`src/rtl/eep_pkg.sv`:
```
package eep_pkg;

    // Events derived from one synchronized sample pair versus the previous one
    typedef struct packed {
        logic rise;   // clock low -> high
        logic fall;   // clock high -> low
        logic cond;   // clock held high while data changed
        logic start;  // cond with data falling
        logic same;   // data level equals previous sample
        logic lvl;    // current data level
    } bus_evt_t;

    // Preload formula for the memory, truncated by the caller
    function automatic int unsigned rom_word(input int unsigned a,
                                             input int unsigned seed);
        return (5 * a) + seed;
    endfunction

endpackage

```
`src/rtl/eep_sync.sv`:
```
module eep_sync #(
    parameter int STAGES = 2,
    parameter int WIDTH  = 2
) (
    input  logic             clk,
    input  logic             rst,
    input  logic [WIDTH-1:0] d,
    output logic [WIDTH-1:0] q
);
    logic [WIDTH-1:0] stage [STAGES];

    always_ff @(posedge clk) begin
        if (rst) begin
            for (int i = 0; i < STAGES; i++) stage[i] <= '1;
        end else begin
            stage[0] <= d;
            for (int i = 1; i < STAGES; i++) stage[i] <= stage[i-1];
        end
    end

    assign q = stage[STAGES-1];
endmodule

```
`src/rtl/eep_edge.sv`:
```
module eep_edge
    import eep_pkg::*;
(
    input  logic     clk,
    input  logic     rst,
    input  logic     scl_s,
    input  logic     sda_s,
    output bus_evt_t evt
);
    logic scl_q;
    logic sda_q;

    always_ff @(posedge clk) begin
        if (rst) begin
            scl_q <= 1'b1;
            sda_q <= 1'b1;
        end else begin
            scl_q <= scl_s;
            sda_q <= sda_s;
        end
    end

    always_comb begin
        evt.rise  = scl_s & ~scl_q;
        evt.fall  = ~scl_s & scl_q;
        evt.cond  = scl_s & scl_q & (sda_s ^ sda_q);
        evt.start = evt.cond & ~sda_s;
        evt.same  = (sda_s == sda_q);
        evt.lvl   = sda_s;
    end
endmodule

```
`src/rtl/eep_rom.sv`:
```
module eep_rom
    import eep_pkg::*;
#(
    parameter int          ADDR_W    = 8,
    parameter int          DATA_W    = 8,
    parameter int unsigned INIT_SEED = 32'h3C
) (
    input  logic              clk,
    input  logic              rst,
    input  logic [ADDR_W-1:0] rd_addr,
    output logic [DATA_W-1:0] rd_data
);
    localparam int DEPTH = 1 << ADDR_W;

    logic [DATA_W-1:0] mem [DEPTH];

    always_ff @(posedge clk) begin
        if (rst) begin
            for (int i = 0; i < DEPTH; i++)
                mem[i] <= DATA_W'(rom_word(i, INIT_SEED));
        end
    end

    assign rd_data = mem[rd_addr];
endmodule

```
`src/rtl/eep_core.sv`:
```
module eep_core
    import eep_pkg::*;
#(
    parameter int ADDR_W = 8,
    parameter int DATA_W = 8
) (
    input  logic              clk,
    input  logic              rst,
    input  bus_evt_t          evt,
    input  logic [DATA_W-1:0] rd_data,
    output logic [ADDR_W-1:0] rd_addr,
    output logic              drv_low
);
    localparam int CMD_END  = DATA_W + 1;
    localparam int ADDR_END = DATA_W + ADDR_W + 1;
    localparam int TICK_W   = $clog2(ADDR_END + 1);

    typedef struct packed {
        logic [TICK_W-1:0] tick;
        logic [DATA_W-1:0] cmd;
        logic [ADDR_W-1:0] addr;
        logic [DATA_W-1:0] data;
        logic              ack;
        logic              drv;
    } core_t;

    core_t r, n;

    // Address as it will stand after shifting in the current bit
    assign rd_addr = {r.addr[ADDR_W-2:0], evt.lvl};

    always_comb begin
        n = r;
        if (evt.fall) n.drv = 1'b0;
        if (evt.cond) begin
            if (evt.start) begin
                n.tick = TICK_W'(1);
                n.cmd  = '0;
            end
        end else if (r.tick == '0 && !r.ack) begin
            // idle: wait for a start
        end else if (evt.rise) begin
            if (r.ack) begin
                n.drv = 1'b1;
                n.ack = 1'b0;
            end else if (evt.same) begin
                if (r.tick < TICK_W'(CMD_END)) begin
                    n.cmd  = {r.cmd[DATA_W-2:0], evt.lvl};
                    n.tick = r.tick + TICK_W'(1);
                    if (r.tick == TICK_W'(CMD_END - 1)) n.ack = 1'b1;
                end else if (r.tick < TICK_W'(ADDR_END)) begin
                    n.drv  = r.cmd[0] & ~r.data[DATA_W-1];
                    n.addr = rd_addr;
                    n.data = {r.data[DATA_W-2:0], 1'b0};
                    n.tick = r.tick + TICK_W'(1);
                    if (r.tick == TICK_W'(ADDR_END - 1)) begin
                        n.data = rd_data;
                        n.ack  = 1'b1;
                        n.tick = '0;
                    end
                end
            end
        end
    end

    always_ff @(posedge clk) begin
        if (rst) r <= '0;
        else     r <= n;
    end

    assign drv_low = r.drv;
endmodule

```
`src/rtl/eep_bitbang_slave.sv`:
```
module eep_bitbang_slave
    import eep_pkg::*;
#(
    parameter int          ADDR_W      = 8,
    parameter int          DATA_W      = 8,
    parameter int          SYNC_STAGES = 2,
    parameter int unsigned INIT_SEED   = 32'h3C
) (
    input  logic clk,
    input  logic rst,
    input  logic scl_in,
    input  logic sda_in,
    output logic sda_out
);
    logic [1:0]        sync_q;
    logic              scl_s;
    logic              sda_s;
    bus_evt_t          evt;
    logic [ADDR_W-1:0] mem_addr;
    logic [DATA_W-1:0] mem_rdata;
    logic              drv_low;

    eep_sync #(.STAGES(SYNC_STAGES), .WIDTH(2)) u_sync (
        .clk(clk), .rst(rst), .d({scl_in, sda_in}), .q(sync_q)
    );
    assign scl_s = sync_q[1];
    assign sda_s = sync_q[0];

    eep_edge u_edge (
        .clk(clk), .rst(rst), .scl_s(scl_s), .sda_s(sda_s), .evt(evt)
    );

    eep_rom #(.ADDR_W(ADDR_W), .DATA_W(DATA_W), .INIT_SEED(INIT_SEED)) u_rom (
        .clk(clk), .rst(rst), .rd_addr(mem_addr), .rd_data(mem_rdata)
    );

    eep_core #(.ADDR_W(ADDR_W), .DATA_W(DATA_W)) u_core (
        .clk(clk), .rst(rst), .evt(evt), .rd_data(mem_rdata),
        .rd_addr(mem_addr), .drv_low(drv_low)
    );

    assign sda_out = sda_in & ~drv_low;
endmodule

```
`config.mk`:
```
export PLATFORM = sky130hd
export DESIGN_NAME = eep_bitbang_slave
export DESIGN_NICKNAME = d
export VERILOG_FILES = /design/src/rtl/eep_pkg.sv /design/src/rtl/eep_sync.sv /design/src/rtl/eep_edge.sv /design/src/rtl/eep_rom.sv /design/src/rtl/eep_core.sv /design/src/rtl/eep_bitbang_slave.sv
export SDC_FILE = /design/constraint.sdc
export NUM_CORES = 1
export LEC_CHECK = 0
export ABC_AREA = 0
export BUFFER_PORTS_ARGS = -buffer_cell sky130_fd_sc_hd__clkbuf_2
export CORE_MARGIN = 4
export CORE_UTILIZATION = 60
export CTS_CLUSTER_DIAMETER = 150
export CTS_CLUSTER_SIZE = 30
export DETAILED_ROUTE_END_ITERATION = 7
export GPL_ROUTABILITY_DRIVEN = 0
export MAX_ROUTING_LAYER = met4
export PLACE_DENSITY_LB_ADDON = 0.2
export SETUP_SLACK_MARGIN = 0.15
export SLEW_MARGIN = 20
export SYNTH_ARGS = -nofsm -noshare
export SYNTH_HDL_FRONTEND = slang
export SYNTH_SLANG_ARGS = --single-unit
```
`constraint.sdc`:
```
create_clock -name clk -period 2.3 [get_ports clk]
set_input_delay 0.345 -clock clk [delete_from_list [all_inputs] [get_ports clk]]
set_output_delay 0.345 -clock clk [all_outputs]
set_load 0.05 [all_outputs]
```
==> impl_results.md <==
* Slew HR at 0.5357
* Footprint of the multi-input gates at 1109 um^2
* Routed WL per cell at 14.73 um
* Synth area leaders: dfxtp_1 (31%), nand2_1 (5.1%), ha_1 (4.7%), a21oi_1 (4.6%), buf_6 (3.7%)
* Via count at 1,546
* Non-Filler Instances at 247
* # fillers at 233
* Initial antenna violation count at 0
* CP max stage delay at 0.78 ns
* Cell family with the largest share of critical-path delay: compound AO/OA/AOI/OAI gates
* Clock net sink count at 29
* Synth Net Count at 225
* Post-synth top flop: dfxtp_1
* IO Count at 5
* Max VDD drop at 0.4515 mV
* Worst-path clk slew at 0.10 ns
* Reg2reg path depth at 5
* Register bit total from synthesis at 29
* Kind of critical path: register to register
* Routed wire length at 3.638 mm
* Cell taking the most area after synthesis: dfxtp_1
* Port buffer count at 4
* Most frequent cells in the layout: dfxtp_1 (29), nand2_1 (25), a21oi_1 (17), nor2_1 (12), inv_1 (10)
* Initial Utilization at 0.6482
* Worst Path Buf+Inv at 0
* Worst Tran Pin Value at 0.6955 ns
* Routed Antenna Nets at 0
* Die area at 4034 um^2
* P_int at 0.0007849 W
* Most common cell after layout, fill and taps aside: dfxtp_1
* Worst EP arrival at 2.20 ns
* Power share of the clock group at 0.438
* Cells along the critical path: nor3_1, a221o_1, a311oi_1, a21oi_1, o311ai_2
* Asr flop ratio synth at 0
* Post-synth top area share at 0.3139
* Total track usage at 0.2005
* CP endpoint kind: register
* Final worst path period share at 0.8497
* Max Slew Vio Count at 0
* Drt pass-1 iters at 4
* Netlist cell types at 62
* Synth-to-Final Area Change at 3.992%
* Leakage at 0.6830 nW
* Count of warnings emitted by yosys at 0
* Clk_lat worst skew at 0.33 ns
* Worst hold path class: primary input to register
* CTS tree: built
* CP max-delay cell: dfxtp_1
* Comb power frac at 0.049
* Crit path depth at 5
* Largest net degree at the start of global routing at 32
* WP data required at 2.54 ns
* Clock H-tree levels at 2
* Hold_buf cts at 0
* Sequential power share at 0.513
* TritonCTS buffer count at 5
* Final setup TNS at 0 ns
* Global route total overflow at 0
* Final Hold Viols at 0
* CP max FO at 23
* Synthesized area at 1849 um^2
* DRC viols at 0
* Finish-stage setup viols at 0
* Hold path depth at 2
* Syn_area_per_cell at 8.641 um^2
* Total of max-cap violations at 0
* Dpl cells at 235
* Post-DR vias/cell at 6.259
* Antenna diode count at 0
* Cell count after synthesis at 214
* Layout cells sized above 1 at 0.1991
* Register area at 580.6 um^2
* Final nets at 226
* Post-synth EDFFs at 0
* RSZ-0062 raised after global routing: false
* Post-Route Skew at 0.009957 ns
* Die Wd at 63.52 um
* Initial DRC Count at 151
* Clk root buf: clkbuf_4
* Final min period at 1.954 ns
* Maximum clock path buffer count at 2
* First-pass GRT wire length at 6.237 mm
* CORE AREA at 2853 um^2
* P_sw at 0.0002069 W
* Sw Share at 0.2086
* Final HPWL DP at 2.524 mm
* Vias in the first global route at 1,356
* Cell Rows at 19
* Die height at 63.52 um
* Status: complete, no violations
* Crit start category: register
* Post-synthesis sequential area ratio at 0.3139
* FMAX at 0.5117 GHz
* Pwr/cell area at 515.7 nW/um^2
final cells by class:
type                       count  share of cell area
clock inverter                 1             0.01561
clock buffer                   7             0.02863
sequential                    29              0.3019
timing repair buffer          11             0.03774
multi-input combinational    158              0.5764
inverter                      10             0.01952
tap                           31             0.02017
worst reg2reg max path, stage by stage (launching register included):
cell and delay (ns):
dfxtp_1 0.78, nor3_1 0.15, a221o_1 0.34, a311oi_1 0.29
a21oi_1 0.10, o311ai_2 0.21
state kept, by name (all words and copies together), names as in the netlist:
register,count
u_edge.sda_q,1
u_core.drv_low,1
u_core.r,15
u_core.rd_addr,7
u_sync.stage,4
u_edge.scl_q,1
Yosys cell counts (all sizes together) (2+ instances only):
cell type and number:
a221o 2, o22ai 2, a31oi 2, nor4 2
nand2 25, nor3 4, buf 13, o2bb2ai 2
a211oi 6, o21bai 3, dfxtp 29, nor2b 4
nand3 8, nor2 14, inv 10, clkbuf 4
nand2b 4, a311oi 3, xnor2 2, ha 7
a31o 2, o21ai 6, o311ai 2, mux2i 3
a21oi 20, or4b 2, a211o 3, or2 6
o21a 2
power by group through the flow:
stage | Clock (W) | Combinational [W] | Sequential (W)
6_report | 0.000434 | 0.0000483 | 0.000509
3_5_place_dp | 0 | 0.0000479 | 0.000521
2_1_floorplan | 0 | 0.0000371 | 0.000521
4_1_cts | 0.000439 | 0.0000480 | 0.000509
3_3_place_gp | 0 | 0.0000461 | 0.000521
5_1_grt | 0.000470 | 0.0000535 | 0.000510
cell families (layout without fill, tap and decap cells):
logic type	Yosys count	count (layout)	share of synthesized area
multiplexers	4	4	0.02436
XOR/XNOR	3	3	0.01421
buffers and inverters	27	29	0.08660
AO/OA/AOI/OAI	65	65	0.2652
AND/OR/NAND/NOR	79	79	0.2483
adder cells (fa/ha/maj)	7	7	0.04736
flip-flops	29	29	0.3139
final timing paths:
path / endpoint / slack [ns] / from
max: u_core.r[9]$_SDFFE_PP0P_ / 0.35 / u_core.rd_addr[3]$_SDFFE_PP0P_
min: u_sync.stage[0][1]$_SDFF_PP1_ / 0.20 / scl_in
max reg2reg: u_core.r[9]$_SDFFE_PP0P_ / 0.35 / u_core.rd_addr[3]$_SDFFE_PP0P_
min reg2reg: u_sync.stage[0][2]$_SDFF_PP1_ / 0.41 / u_sync.stage[0][0]$_SDFF_PP1_
stage by stage:
stage | util | instance area (um^2) | worst slack, ns | hold WS [ns] | power [W]
floorplan | - | 1849 | 0.4249 | 0.3895 | 0.0005584
detailed placement | 0.6338 | 1808 | 0.3203 | 0.3923 | 0.0005690
global route | 0.6741 | 1923 | 0.1668 | 0.1754 | 0.001034
global placement | 0.6338 | 1808 | 0.3885 | 0.3947 | 0.0005670
finish | 0.6741 | 1923 | 0.3456 | 0.1966 | 0.0009918
CTS | 0.6636 | 1893 | 0.3025 | 0.1878 | 0.0009960
per-layer routing:
metal / track usage / wire, um
met1: 0.2606 / 1733
met2: 0.2934 / 1661
met3: 0.04618 / 180
met4: 0.09434 / 62
met5: - / 0
what timing repair did:
action | CTS | global route
setup buffers | 0 | 4
gates resized for setup | 0 | 0
setup endpoints to repair | 0 | 2
No activity file was read; power rests on OpenSTA's default activity.
